File: src/rtl/tsp_pkg.sv
package tsp_pkg;
   localparam int NPH   = 3;
   localparam int BUF_W = 4 * NPH;

   typedef enum logic [2:0] {
      SEL_PERIOD = 3'd0,
      SEL_DEAD   = 3'd1,
      SEL_BUF    = 3'd2,
      SEL_POL    = 3'd3,
      SEL_WID_U  = 3'd4,
      SEL_WID_V  = 3'd5,
      SEL_WID_W  = 3'd6,
      SEL_NONE   = 3'd7
   } sel_e;

   // one phase's buffer nibble: pos in [1:0], neg in [3:2]
   typedef struct packed {
      logic [1:0] neg;
      logic [1:0] pos;
   } phase_buf_t;
endpackage

File: src/rtl/tsp_regs.sv
module tsp_regs
   import tsp_pkg::*;
#(
   parameter int CW  = 16,
   parameter int DTW = 8
) (
   input  logic                    clk,
   input  logic                    rst_n,
   input  logic                    wr_en,
   input  logic [2:0]              wr_sel,
   input  logic [CW-1:0]           wr_data,
   output logic [CW-1:0]           period,
   output logic [DTW-1:0]          dead,
   output phase_buf_t [NPH-1:0]    bufs,
   output logic                    pol,
   output logic [NPH-1:0][CW-1:0]  width
);
   sel_e sel;
   assign sel = sel_e'(wr_sel);

   always_ff @(posedge clk or negedge rst_n) begin
      if (!rst_n) begin
         period <= '0;
         dead   <= '0;
         bufs   <= {BUF_W{1'b1}};
         pol    <= 1'b0;
         width  <= '0;
      end else if (wr_en) begin
         case (sel)
            SEL_PERIOD: period <= wr_data;
            SEL_DEAD:   dead   <= wr_data[DTW-1:0];
            SEL_BUF:    bufs   <= wr_data[BUF_W-1:0];
            SEL_POL:    pol    <= wr_data[0];
            SEL_WID_U:  width[0] <= wr_data;
            SEL_WID_V:  width[1] <= wr_data;
            SEL_WID_W:  width[2] <= wr_data;
            default:    ;
         endcase
      end
   end
endmodule

File: src/rtl/tsp_carrier.sv
module tsp_carrier #(
   parameter int CW = 16
) (
   input  logic          clk,
   input  logic          rst_n,
   input  logic [CW-1:0] period,
   output logic          zero
);
   logic [CW-1:0] cnt_q;

   always_ff @(posedge clk or negedge rst_n) begin
      if (!rst_n)    cnt_q <= '0;
      else if (zero) cnt_q <= period;
      else           cnt_q <= cnt_q - 1'b1;
   end

   assign zero = (cnt_q == '0);

   // reload from the period register at zero
   a_r1_reload: assert property (@(posedge clk) disable iff (!rst_n)
      zero |=> (cnt_q == $past(period)));
   // otherwise step down by one
   a_r1_step: assert property (@(posedge clk) disable iff (!rst_n)
      !zero |=> (cnt_q == CW'($past(cnt_q) - 1'b1)));
endmodule

File: src/rtl/tsp_side.sv
module tsp_side (
   input  logic       clk,
   input  logic       rst_n,
   input  logic       ld,
   input  logic       sh,
   input  logic [1:0] ld_val,
   input  logic       dt_done,
   output logic       lvl,
   output logic [1:0] sr_o
);
   logic [1:0] sr_q;
   logic       hold_q;
   logic [1:0] nxt_sr;
   logic       evt;

   assign evt = ld | sh;

   always_comb begin
      if (ld) nxt_sr = ld_val;
      else    nxt_sr = {sr_q[1], sr_q[1]};
   end

   always_ff @(posedge clk or negedge rst_n) begin
      if (!rst_n) begin
         sr_q   <= 2'b11;
         hold_q <= 1'b0;
      end else if (evt) begin
         sr_q   <= nxt_sr;
         hold_q <= lvl & ~nxt_sr[0];
      end else if (dt_done) begin
         hold_q <= 1'b0;
      end
   end

   assign lvl  = sr_q[0] | hold_q;
   assign sr_o = sr_q;

   // load copies the buffer bits
   a_r2_load: assert property (@(posedge clk) disable iff (!rst_n)
      ld |=> (sr_o == $past(ld_val)));
   // advance moves bit 1 to the driving position
   a_r3_advance: assert property (@(posedge clk) disable iff (!rst_n)
      (sh && !ld) |=> (sr_o[0] == $past(sr_o[1])));
   // a high level survives while the dead time is running
   a_r4_hold: assert property (@(posedge clk) disable iff (!rst_n)
      (lvl && !evt && !dt_done) |=> lvl);
   // rising levels are not delayed
   a_r5_rise: assert property (@(posedge clk) disable iff (!rst_n)
      (evt && nxt_sr[0]) |=> lvl);
endmodule

File: src/rtl/tsp_phase.sv
module tsp_phase
   import tsp_pkg::*;
#(
   parameter int CW  = 16,
   parameter int DTW = 8
) (
   input  logic           clk,
   input  logic           rst_n,
   input  logic           zero,
   input  logic [CW-1:0]  width,
   input  logic [DTW-1:0] dead,
   input  phase_buf_t     bufv,
   output logic           lvl_p,
   output logic           lvl_n
);
   localparam int NSIDE = 2;

   logic [CW-1:0]  os_q;
   logic           run_q;
   logic [DTW-1:0] dtc_q;
   logic           shift;
   logic           dt_done;
   logic [1:0]     ldv  [NSIDE];
   logic           lvl_s[NSIDE];
   logic [1:0]     sr_s [NSIDE];

   assign shift   = run_q && (os_q == '0) && !zero;
   assign dt_done = (dtc_q == '0);
   assign ldv[0]  = bufv.pos;
   assign ldv[1]  = bufv.neg;

   always_ff @(posedge clk or negedge rst_n) begin
      if (!rst_n) begin
         os_q  <= '0;
         run_q <= 1'b0;
      end else if (zero) begin
         os_q  <= width;
         run_q <= 1'b1;
      end else if (run_q) begin
         if (os_q == '0) run_q <= 1'b0;
         else            os_q  <= os_q - 1'b1;
      end
   end

   always_ff @(posedge clk or negedge rst_n) begin
      if (!rst_n)             dtc_q <= '0;
      else if (zero | shift)  dtc_q <= dead;
      else if (!dt_done)      dtc_q <= dtc_q - 1'b1;
   end

   for (genvar s = 0; s < NSIDE; s++) begin : g_side
      tsp_side u_side (
         .clk     (clk),
         .rst_n   (rst_n),
         .ld      (zero),
         .sh      (shift),
         .ld_val  (ldv[s]),
         .dt_done (dt_done),
         .lvl     (lvl_s[s]),
         .sr_o    (sr_s[s])
      );
   end

   assign lvl_p = lvl_s[0];
   assign lvl_n = lvl_s[1];

   // complementary patterns never give two lows
   a_r6_no_overlap: assert property (@(posedge clk) disable iff (!rst_n)
      ((sr_s[0] | sr_s[1]) == 2'b11) |-> (lvl_p || lvl_n));
   // one advance per period at most
   a_r3_single: assert property (@(posedge clk) disable iff (!rst_n)
      shift |=> !run_q);
endmodule

File: src/rtl/tri_saw_pwm.sv
module tri_saw_pwm
   import tsp_pkg::*;
#(
   parameter int CW  = 16,
   parameter int DTW = 8
) (
   input  logic          clk,
   input  logic          rst_n,
   input  logic          wr_en,
   input  logic [2:0]    wr_sel,
   input  logic [CW-1:0] wr_data,
   output logic          carrier_zero,
   output logic          u_p,
   output logic          u_n,
   output logic          v_p,
   output logic          v_n,
   output logic          w_p,
   output logic          w_n
);
   if (CW < BUF_W) begin : g_bad_cw
      $error("CW must hold all buffer bits");
   end
   if (DTW < 1 || DTW > CW) begin : g_bad_dtw
      $error("DTW must be between 1 and CW");
   end

   logic [CW-1:0]          period;
   logic [DTW-1:0]         dead;
   phase_buf_t [NPH-1:0]   bufs;
   logic                   pol;
   logic [NPH-1:0][CW-1:0] width;
   logic                   zero;
   logic [NPH-1:0]         lp;
   logic [NPH-1:0]         ln;

   tsp_regs #(.CW(CW), .DTW(DTW)) u_regs (
      .clk     (clk),
      .rst_n   (rst_n),
      .wr_en   (wr_en),
      .wr_sel  (wr_sel),
      .wr_data (wr_data),
      .period  (period),
      .dead    (dead),
      .bufs    (bufs),
      .pol     (pol),
      .width   (width)
   );

   tsp_carrier #(.CW(CW)) u_carrier (
      .clk    (clk),
      .rst_n  (rst_n),
      .period (period),
      .zero   (zero)
   );

   for (genvar p = 0; p < NPH; p++) begin : g_phase
      tsp_phase #(.CW(CW), .DTW(DTW)) u_phase (
         .clk   (clk),
         .rst_n (rst_n),
         .zero  (zero),
         .width (width[p]),
         .dead  (dead),
         .bufv  (bufs[p]),
         .lvl_p (lp[p]),
         .lvl_n (ln[p])
      );
   end

   assign carrier_zero = zero;
   assign u_p = lp[0] ^ pol;
   assign u_n = ln[0] ^ pol;
   assign v_p = lp[1] ^ pol;
   assign v_n = ln[1] ^ pol;
   assign w_p = lp[2] ^ pol;
   assign w_n = ln[2] ^ pol;

   // pins of a pair are inverted together by polarity
   a_r10_pol_pair: assert property (@(posedge clk) disable iff (!rst_n)
      (pol && lp[0] && ln[0]) |-> (!u_p && !u_n));
endmodule

File: config.mk
export PLATFORM = sky130hd
export DESIGN_NAME = tri_saw_pwm
export DESIGN_NICKNAME = d
export VERILOG_FILES = /design/src/rtl/tsp_pkg.sv /design/src/rtl/tsp_regs.sv /design/src/rtl/tsp_carrier.sv /design/src/rtl/tsp_side.sv /design/src/rtl/tsp_phase.sv /design/src/rtl/tri_saw_pwm.sv
export SDC_FILE = /design/constraint.sdc
export NUM_CORES = 1
export LEC_CHECK = 0
export ABC_AREA = 1
export BUFFER_PORTS_ARGS = -buffer_cell sky130_fd_sc_hd__buf_2
export CAP_MARGIN = 20
export CORE_MARGIN = 1.5
export CORE_UTILIZATION = 55
export DETAILED_ROUTE_END_ITERATION = 6
export PLACE_DENSITY = 0.72
export REMOVE_ABC_BUFFERS = 1
export SYNTH_ARGS = -nofsm -noshare
export SYNTH_HDL_FRONTEND = slang
export SYNTH_HIERARCHICAL = 1
export SYNTH_SLANG_ARGS = --single-unit
File: constraint.sdc
create_clock -name clk -period 6.9 [get_ports clk]
set_input_delay 0.345 -clock clk [delete_from_list [all_inputs] [get_ports clk]]
set_output_delay 0.345 -clock clk [all_outputs]
set_load 0.005 [all_outputs]
==> impl_results.md, run 1 <==
- Clock power frac: 0.212
- Max Buffers Root-to-Sink: 2
- Sw frac: 0.4142
- Total power: 4.670 mW
- Core ar.: 19460 um^2
- Routability Congestion: 0.8509
- Sequential power share: 0.402
- Post-layout min period: 3.003 ns
- Synth area leaders: dfrtp_1 (39%), nand2_1 (20%), nand3_1 (7.9%), dfstp_2 (5.8%), nor2_1 (5.1%)
- DR vias: 9154
- Clk_skew: 0.01479 ns
- WL per Instance: 14.30 um
- Comb power frac: 0.385
- Initial core utilization: 0.5590
- Cell leakage power: 6.122 nW
- Register area: 4885 um^2
- Aggregate global-route resource usage: 0.2615
- CTS buffer count: 17
- Number of vias per cell: 5.192
- Nets: 1521
- Number of global-route vias before repair: 8589
- Die Span X: 143.7 um
- Setup WS pre-CTS: 3.976 ns
- Worst hold slack: 0.2026 ns
- Worst vdd ir: 0.1854 mV
- Setup crit start kind: flop
- Synth-to-Final Area Change: 7.843%
- First DRT Iteration DRCs: 675
- RSZ-0062 raised after global routing: false
- Worst Setup End Kind: flop
- Slew HR: 0.4049
- H-tree Lvls: 4
- Grt ovf: 0
- Final setup vio count: 0
- CTS resizes: 0
- Cell variety after synth: 36
- Multi-input gate area: 5286 um^2
- Worst setup path category: reg -> reg
- Sequential area share after synthesis: 0.4489
- Worst min path class: in -> reg
- Worst r2r src: u_carrier/cnt_q[0]
- Clk_lat worst skew: 0.43 ns
- PortBufs: 28
- Die Ht: 143.7 um
- Final ANT Viol Nets: 0
- Internal: 2.736 mW
- Net Switching: 1.935 mW
- Antenna cells: 0
- DRC viols: 0
- Synthesis Warnings: 6
- Fin Setup TNS: 0 ns
- Max-cap check violation count: 0
- TritonCTS clock tree: yes
- CP max stage cell: dfrtp_1
- Synth top area share: 0.3910
- Synth area leader: dfrtp_1
- Final Hold Vio Count: 0
- Crit-path cells: inv_1 -> ha_1 -> nand3_1 -> nor2_1 -> nand3_1 -> inv_2 -> buf_4 -> inv_1 -> nand2_2 -> inv_1 -> nand3_1 -> nand2_1
- Root buf cell: clkbuf_16
- Total Wirelength: 25.21 mm
- Initial antenna violation count: 0
- Global-route wire length before repair: 42.09 mm
- Synth Instances: 1471
- Syn Area/Cell: 7.397 um^2
- Final setup margin: 3.897 ns
- Reg clk slew, reported paths: 0.08 ns
- Initial DRT Pass Iterations: 5
- #FFs+latches synth: 194
- Post-detail-place hpwl: 17.23 mm
- Crit path from: u_carrier/cnt_q[0]
- Fraction of layout cells with a size suffix above 1: 0.1302
- Hold_sp: wr_data[12]
- Status: finished, final reports clean
- Final count of pins violating max slew: 0
- Crit path required time: 7.21 ns
- Fillers: 1770
- F_max: 0.3330 GHz
- Pwr/cell area: 398.0 nW/um^2
- Worst Max-Slew Pin Slew: 0.8926 ns
- Rows: 51
- Slowest Stage Delay on Critical Path: 0.41 ns
- Die footprint: 20640 um^2
- Buffer count from post-CTS setup fixing: 0
- I/O pin cnt: 29
- Clk sinks: 194
- Crit path arrival time: 3.32 ns
- Worst-path maximum fanout: 35
- Netlist Area Pre-Place: 10880 um^2
- Fin crit share: 0.4353
- Largest net degree at the start of global routing: 79
## stage by stage
| step | util | cell area, um^2 | cells |
|---|---|---|---|
| floorplan | - | 10610 | 1431 |
| global placement | 0.5724 | 11140 | 1730 |
| detailed placement | 0.5724 | 11140 | 1730 |
| CTS | 0.6029 | 11730 | 1763 |
| global route | 0.6029 | 11730 | 1763 |
| finish | 0.6029 | 11730 | 1763 |
## power groups by stage
stage          Clock, mW  Combinational, mW  Sequential, mW
2_1_floorplan          0               1.44            1.80
3_3_place_gp           0               1.75            1.88
3_5_place_dp           0               1.80            1.89
4_1_cts             1.01               1.81            1.87
5_1_grt             1.05               2.08            1.93
6_report           0.992               1.80            1.88
## placed cells by master, fill, tap and decap left out, drive strengths merged, types with 21 or more instances in the layout
cell / n
nand2: 618
nor2: 186
nand3: 177
dfrtp: 170
inv: 127
o21ai: 37
buf: 33
nand3b: 27
dfstp: 24
xor2: 21
## critical path: cells and delay by family, from the launching register on
kind	cells	cell delay [ns]
simple gates	6	0.84
buf+inv	5	1.45
fa+ha+maj	1	0.17
flops	1	0.41
## routing by layer
metal	global-route usage	vias up	wire length, um
met5	0	-	0
met4	0.06015	0	252
met3	0.04399	18	1078
met2	0.4335	193	12130
met1	0.3602	4312	11740
li1	-	4631	-
## state kept, by name (all words and copies together) (netlist names)
name,count
g_phase.u_phase/os_q,48
u_regs/width,48
g_phase.u_phase/dtc_q,24
u_carrier/cnt_q,16
u_regs/period,16
g_phase.u_phase/g_side.u_side/sr_o,12
u_regs/bufs,12
u_regs/dead,8
g_phase.u_phase/g_side.u_side/hold_q,6
g_phase.u_phase/run_q,3
u_regs/pol,1
## area by class of cell
cell class | instances | area share
flip-flops and latches | 194 | 0.4163
repair buffers | 35 | 0.01738
clock buffers | 19 | 0.03775
well taps | 265 | 0.02826
inverters | 118 | 0.03775
multi-input cells | 1119 | 0.4505
clock inverters | 13 | 0.01205
## cells by family after synthesis
group | count (synthesis) | synth area share
fa+ha+maj | 14 | 0.01610
xor+xnor | 28 | 0.02254
simple gates | 1029 | 0.4182
compound gates | 48 | 0.02875
buf+inv | 158 | 0.06543
flops | 194 | 0.4489
## cells in the mapped netlist
master,instances
nand3_2,3
o21ai_1,2
inv_2,6
nor3_1,6
nand4_1,8
o21ai_2,18
nor3_4,1
nand3b_1,27
nand3_1,172
buf_1,1
buf_6,8
nand2_4,7
nor2_4,6
ha_1,14
buf_4,3
nor2_2,29
a31oi_1,2
clkbuf_4,2
nor2_1,149
clkbuf_1,10
buf_8,2
o21bai_1,1
nor3b_1,2
dfstp_2,24
nor2_8,2
nand2_1,585
xor2_1,21
dfrtp_1,170
inv_1,112
nand3_4,2
buf_2,14
nand2_2,26
a21oi_1,8
xnor2_1,7
o21ai_0,17
or2_2,4
## final timing paths
check / end / slack [ns] / cells after the start
min in group asynchronous: g_phase[0].u_phase/os_q[11] / 0.50 / 2
max in group asynchronous: g_phase[1].u_phase/dtc_q[4] / 5.04 / 3
hold / removal: u_regs/width[44] / 0.20 / 3
setup / recovery: g_phase[2].u_phase/dtc_q[7] / 3.90 / 12
hold reg to reg: u_regs/bufs[3] / 0.46 / 2
setup reg to reg: g_phase[2].u_phase/dtc_q[7] / 3.90 / 12
## what timing repair did
action / CTS / global route
endpoints found under the setup margin: 0 / 0
hold buffers: 1 / 0
endpoints found under the hold margin: 61 / 0
No activity file was read; power rests on OpenSTA's default activity.
==> inputs of run 2 (changes only) <==
--- a/config.mk
+++ b/config.mk
@@ -5,7 +5,7 @@
 export SDC_FILE = /design/constraint.sdc
 export NUM_CORES = 1
 export LEC_CHECK = 0
-export ABC_AREA = 1
+export ABC_AREA = 0
 export BUFFER_PORTS_ARGS = -buffer_cell sky130_fd_sc_hd__buf_2
 export CAP_MARGIN = 20
 export CORE_MARGIN = 1.5
==> constraint.sdc (replaced) <==
create_clock -name clk -period 2.9 [get_ports clk]
set_input_delay 0.145 -clock clk [delete_from_list [all_inputs] [get_ports clk]]
set_output_delay 0.145 -clock clk [all_outputs]
set_load 0.005 [all_outputs]
==> run 2 against run 1 <==
- combinational power grew 78%
- highest routed layer unchanged
- count of clock-buffer cells in the layout grew 6
- cell area shrank 7.5%
- via count shrank 22%
- non-clock buffer count grew 18
- clock skew shrank 0.0074 ns
==> impl_results.md, run 2 <==
- Total Wirelength: 22.66 mm (was 25.21 mm)
- Routability Congestion: 0.8610 (was 0.8509)
- Die Span X: 137.0 um (was 143.7 um)
- Buffer count from post-CTS setup fixing: 0 (unchanged)
- First DRT Iteration DRCs: 426 (was 675)
- PortBufs: 28 (unchanged)
- Post-detail-place hpwl: 15.41 mm (was 17.23 mm)
- Post-layout min period: 2.811 ns (was 3.003 ns)
- Clk sinks: 194 (unchanged)
- Max-cap check violation count: 0 (unchanged)
- Post-synth top cells: dfrtp_1 (170), mux2_2 (109), nor2_1 (68) (was nand2_1 (585), nand3_1 (172), dfrtp_1 (170))
- Synth area leader: dfrtp_1 (unchanged)
- RSZ-0062 raised after global routing: false (unchanged)
- Nets: 931 (was 1521)
- Number of global-route vias before repair: 7246 (was 8589)
- Simple-gate area share of the yosys netlist: 0.1782 (was 0.4182)
- Slew HR: 0.4774 (was 0.4049)
- Synthesis Warnings: 6 (unchanged)
- Pwr/cell area: 926.1 nW/um^2 (was 398.0 nW/um^2)
- Worst Max-Slew Pin Slew: 0.7730 ns (was 0.8926 ns)
- Final ANT Viol Nets: 0 (unchanged)
- Cell variety after synth: 61 (was 36)
- H-tree Lvls: 4 (unchanged)
- Sequential area share after synthesis: 0.4946 (was 0.4489)
- Ys async rst share: 1.000 (unchanged)
- Worst min path class: in -> reg (unchanged)
- Synth top area share: 0.4307 (was 0.3910)
- Worst Setup End Kind: flop (unchanged)
- Die footprint: 18770 um^2 (was 20640 um^2)
- Root buf cell: clkbuf_16 (unchanged)
- Reg clk slew, reported paths: 0.07 ns (was 0.08 ns)
- Commonest non-fill, non-tap cells in the layout: dfrtp_1 (170), mux2_2 (109), nor2_1 (68) (was nand2_1 (585), nand3_1 (172), dfrtp_1 (170))
- Core ar.: 17420 um^2 (was 19460 um^2)
- Top-count cell post-synth: dfrtp_1 (was nand2_1)
- Netlist Area Pre-Place: 9877 um^2 (was 10880 um^2)
- Number of flops mapped to enable cells by yosys: 0 (unchanged)
- Final count of pins violating max slew: 0 (unchanged)
- Fin crit share: 0.9692 (was 0.4353)
- Worst hold slack: 0.02832 ns (was 0.2026 ns)
- DRC viols: 0 (unchanged)
- Crit path arrival time: 3.13 ns (was 3.32 ns)
- Fraction of layout cells with a size suffix above 1: 0.2974 (was 0.1302)
- F_max: 0.3558 GHz (was 0.3330 GHz)
- Rows: 48 (was 51)
- Initial core utilization: 0.5671 (was 0.5590)
- Grt ovf: 0 (unchanged)
- Aggregate global-route resource usage: 0.2576 (was 0.2615)
- Clk_skew: 0.007382 ns (was 0.01479 ns)
- Synth area leaders: dfrtp_1 (43%), mux2_2 (12%), dfstp_2 (6.4%), nor2_1 (2.6%), mux2_4 (2.4%) (was dfrtp_1 (39%), nand2_1 (20%), nand3_1 (7.9%), dfstp_2 (5.8%), nor2_1 (5.1%))
- TritonCTS clock tree: yes (unchanged)
- Initial antenna violation count: 0 (unchanged)
- Largest net degree at the start of global routing: 70 (was 79)
- Syn Area/Cell: 11.41 um^2 (was 7.397 um^2)
- WL per Instance: 20.00 um (was 14.30 um)
- Cell leakage power: 4.613 nW (was 6.122 nW)
- Setup WS pre-CTS: 0.1799 ns (was 3.976 ns)
- Largest regs: g_phase.u_phase/os_q: 48 flops, u_regs/width: 48 flops, g_phase.u_phase/dtc_q: 24 flops (unchanged)
- Clk_lat worst skew: 0.44 ns (was 0.43 ns)
- Setup crit start kind: flop (unchanged)
- Mux share of post-synthesis cell area: 0.1567 (was 0)
- CTS buffer count: 17 (unchanged)
- Number of vias per cell: 6.280 (was 5.192)
- Final setup margin: 0.08931 ns (was 3.897 ns)
- Complex-gate fraction of the synthesized area: 0.09222 (was 0.02875)
- Global-route wire length before repair: 37.05 mm (was 42.09 mm)
- Worst-path maximum fanout: 16 (was 35)
- Adder-Cell Fraction of Synth Area: 0.01773 (was 0.01610)
- Crit path required time: 3.22 ns (was 7.21 ns)
- Antenna cells: 0 (unchanged)
- Most common cell after layout, fill and taps aside: dfrtp_1 (was nand2_1)
- I/O pin cnt: 29 (unchanged)
- Ys flop type: dfrtp_1 (unchanged)
- Status: finished, final reports clean (unchanged)
- Xor and xnor area share after synthesis: 0.02660 (was 0.02254)
- Synth-to-Final Area Change: 9.856% (was 7.843%)
- Worst setup path category: reg -> reg (unchanged)
- Final setup vio count: 0 (unchanged)
- Max Buffers Root-to-Sink: 2 (unchanged)
- Die Ht: 137.0 um (was 143.7 um)
- Worst vdd ir: 0.4851 mV (was 0.1854 mV)
- Fin Setup TNS: 0 ns (unchanged)
- Final Hold Vio Count: 0 (unchanged)
- DR vias: 7115 (was 9154)
- Initial DRT Pass Iterations: 5 (unchanged)
- Synth Instances: 866 (was 1471)
- Main combinational cell family by area after synthesis: simple AND/OR/NAND/NOR gates (unchanged)
- #FFs+latches synth: 194 (unchanged)
## run 2: cell types whose count changed after synthesis, sizes merged, moves of 15 or more
cell	change
a21oi	+17
mux2	+125
nand3	-163
nand2	-575
or3	+22
inv	-94
clkbuf	+15
a31oi	+16
or4	+30
nor2	-118
nand3b	-22
## run 2: where the power goes
part / internal, mW / total (mW) / switching, mW
Sequential: 3.66 / 4.53 / 0.871
Clock: 1.30 / 2.30 / 1.00
Combinational: 1.68 / 3.21 / 1.54
Total: 6.64 / 10.0 / 3.41
## run 2: critical path: stages (launching register included)
cell and delay (ns):
dfrtp_1 0.42, nor3_1 0.44, and4_1 0.33, nand3b_1 0.12
inv_2 0.31, inv_1 0.33, o21a_1 0.37, mux2_4 0.37
## run 2: path summary, 6_finish.rpt
check / from / endpoint / slack (ns) / cells past startpoint
min reg2reg: u_regs/width[10] / g_phase[0].u_phase/os_q[10] / 0.49 / 2
max in group asynchronous: rst_n / u_carrier/cnt_q[11] / 1.81 / 3
min: wr_data[12] / u_regs/width[28] / 0.03 / 2
max reg2reg: u_carrier/cnt_q[11] / g_phase[0].u_phase/dtc_q[6] / 0.09 / 7
min in group asynchronous: rst_n / u_regs/width[23] / 0.25 / 2
max: u_carrier/cnt_q[11] / g_phase[0].u_phase/dtc_q[6] / 0.09 / 7
## run 2: area by class of cell
type | instances | area, um^2
fill | 1391 | 6566
tap | 225 | 281.5
timing repair buffer | 53 | 355.3
clock buffer | 25 | 505.5
inverter | 24 | 90.09
sequential | 194 | 4885
clock inverter | 7 | 76.32
multi-input combinational | 605 | 4657
## run 2: what timing repair did
item,4_1_cts,5_1_grt
gates resized for setup,0,1
hold buffers,1,0
endpoints found under the hold margin,41,0
setup endpoints to repair,0,1
## run 2: cell families (layout without fill, tap and decap cells)
kind of cell,Yosys count,after routing
buf+inv,67,109
xor+xnor,30,30
mux,133,133
fa+ha+maj,14,14
compound gates,130,130
simple gates,298,298
flops,194,194
## run 2: routing by layer
layer,GRT usage,part of all wire
met5,0,0
met4,0.1006,0.027
met3,0.03741,0.034
met2,0.4280,0.50
met1,0.3421,0.44
## run 2: per-stage QoR
stage               instance area (um^2)  cells  power, mW  utilization
global route                       10850   1133      10.69       0.6230
floorplan                           9632    823      6.747            -
global placement                   10250   1100      7.449       0.5888
CTS                                10850   1133      10.06       0.6228
finish                             10850   1133      10.05       0.6230
detailed placement                 10250   1100      7.706       0.5888
==> inputs of run 3 (changes only) <==
--- a/config.mk
+++ b/config.mk
@@ -11,6 +11,7 @@
 export CORE_MARGIN = 1.5
 export CORE_UTILIZATION = 55
 export DETAILED_ROUTE_END_ITERATION = 6
+export HOLD_SLACK_MARGIN = 0.1
 export PLACE_DENSITY = 0.72
 export REMOVE_ABC_BUFFERS = 1
 export SYNTH_ARGS = -nofsm -noshare
==> run 3 against run 2 <==
- via count increased by 0.46%
- final cell count rose by 0.62%
- setup slack improved by 0.0061 ns
- sequential power about the same
- largest power group unchanged
==> impl_results.md, run 3 (synthesis results as in run 2) <==
- Max Buffers Root-to-Sink: 2 (unchanged)
- Rows: 48 (unchanged)
- Global-route wire length before repair: 37.20 mm (was 37.05 mm)
- Antenna cells: 0 (unchanged)
- Number of global-route vias before repair: 7297 (was 7246)
- Most common cell after layout, fill and taps aside: dfrtp_1 (unchanged)
- Largest net degree at the start of global routing: 70 (unchanged)
- Fin crit share: 0.9671 (was 0.9692)
- Worst Setup End Kind: flop (unchanged)
- Clk_lat worst skew: 0.44 ns (about the same)
- Crit path required time: 3.22 ns (about the same)
- Final Hold Vio Count: 0 (unchanged)
- PortBufs: 28 (unchanged)
- Pwr/cell area: 921.2 nW/um^2 (was 926.1 nW/um^2)
- Cell leakage power: 4.642 nW (was 4.613 nW)
- TritonCTS clock tree: yes (unchanged)
- Placed inst area: 10250 um^2 (unchanged)
- Total power: 10.06 mW (was 10.05 mW)
- Largest regs: g_phase.u_phase/os_q: 48 flops, u_regs/width: 48 flops, g_phase.u_phase/dtc_q: 24 flops (unchanged)
- Final setup vio count: 0 (unchanged)
- Post-layout util: 0.6270 (was 0.6230)
- Design Area, Final: 10920 um^2 (was 10850 um^2)
- Post-detail-place hpwl: 15.41 mm (unchanged)
- Fraction of layout cells with a size suffix above 1: 0.2951 (was 0.2974)
- Clk sinks: 194 (unchanged)
- Die Ht: 137.0 um (unchanged)
- Clk_skew: 0.007455 ns (was 0.007382 ns)
- Aggregate global-route resource usage: 0.2586 (was 0.2576)
- Routability Congestion: 0.8610 (unchanged)
- H-tree Lvls: 4 (unchanged)
- Root buf cell: clkbuf_16 (unchanged)
- Reg clk slew, reported paths: 0.07 ns (about the same)
- Worst Max-Slew Pin Slew: 0.7906 ns (was 0.7730 ns)
- First DRT Iteration DRCs: 398 (was 426)
- Worst setup path category: reg -> reg (unchanged)
- Initial antenna violation count: 0 (unchanged)
- Worst vdd ir: 0.4802 mV (was 0.4851 mV)
- Final count of pins violating max slew: 0 (unchanged)
- F_max: 0.3566 GHz (was 0.3558 GHz)
- Setup WS pre-CTS: 0.1799 ns (unchanged)
- Final setup margin: 0.09541 ns (was 0.08931 ns)
- Core ar.: 17420 um^2 (unchanged)
- Synth-to-Final Area Change: 10.57% (was 9.856%)
- Fillers: 1382 (was 1391)
- RSZ-0062 raised after global routing: false (unchanged)
- Crit path arrival time: 3.12 ns (was 3.13 ns)
- Post-layout min period: 2.805 ns (was 2.811 ns)
- Number of vias per cell: 6.270 (was 6.280)
- Commonest non-fill, non-tap cells in the layout: dfrtp_1 (170), mux2_2 (109), nor2_1 (68) (unchanged)
- Setup crit start kind: flop (unchanged)
- Multi-input gate area: 4657 um^2 (unchanged)
- Dpl cells: 1100 (unchanged)
- Worst-path maximum fanout: 16 (unchanged)
- WL per Instance: 19.94 um (was 20.00 um)
- Grt ovf: 0 (unchanged)
- Buffer count from post-CTS setup fixing: 0 (unchanged)
- Die footprint: 18770 um^2 (unchanged)
- Initial core utilization: 0.5671 (unchanged)
- Initial DRT Pass Iterations: 7 (was 5)
- Slew HR: 0.4730 (was 0.4774)
- DRC viols: 0 (unchanged)
- Max-cap check violation count: 0 (unchanged)
- Non-Filler Instances: 1140 (was 1133)
- DR vias: 7148 (was 7115)
- CTS buffer count: 17 (unchanged)
- Nets: 938 (was 931)
- Total Wirelength: 22.73 mm (was 22.66 mm)
- Register area: 4885 um^2 (unchanged)
- Final ANT Viol Nets: 0 (unchanged)
- I/O pin cnt: 29 (unchanged)
- Worst min path class: in -> reg (unchanged)
- Die Span X: 137.0 um (unchanged)
- Status: finished, final reports clean (unchanged)
run 3: stage by stage:
stage / hold WS [ns] / TNS (ns)
floorplan: -0.1506 / -110.13
global placement: 0.1530 / 0
detailed placement: 0.1639 / 0
CTS: 0.1224 / 0
global route: 0.1251 / 0
finish: 0.1452 / 0
run 3: critical path: stages, from the launching register on:
cell and delay [ns]:
dfrtp_1 0.42, nor3_1 0.44, and4_1 0.33, nand3b_1 0.12, inv_2 0.31, inv_1 0.33, o21a_1 0.37, mux2_4 0.37
run 3: cell type report:
class,instances,share of cell area
clock inverters,7,0.006989
well taps,225,0.02578
repair buffers,60,0.03895
flip-flops and latches,194,0.4473
multi-input cells,605,0.4264
inverters,24,0.008249
clock buffers,25,0.04629
run 3: timing repair:
item,CTS,global route
resized for setup,0,1
hold buffers,8,0
endpoints found under the setup margin,0,1
endpoints found under the hold margin,88,0
run 3: final timing paths:
path,startpoint,endpoint,slack (ns),cells past startpoint
max,u_carrier/cnt_q[11],g_phase[0].u_phase/dtc_q[6],0.1,7
max reg2reg,u_carrier/cnt_q[11],g_phase[0].u_phase/dtc_q[6],0.1,7
min in group asynchronous,rst_n,u_regs/width[23],0.25,2
min,wr_data[11],u_regs/width[11],0.15,2
max in group asynchronous,rst_n,u_regs/width[39],1.81,3
min reg2reg,u_regs/width[38],g_phase[2].u_phase/os_q[6],0.49,2
run 3: per-layer routing:
metal / up-vias / wire length (um) / GRT usage
met5: - / 0 / 0
met4: 0 / 626 / 0.1006
met3: 47 / 748 / 0.03704
met2: 187 / 11150 / 0.4316
met1: 3639 / 10200 / 0.3421
li1: 3275 / - / -
run 3: where the power goes:
group          total, mW  internal [mW]  switching (mW)
sequential          4.53           3.66           0.872
combinational       3.22           1.68            1.54
clock               2.31           1.30            1.01
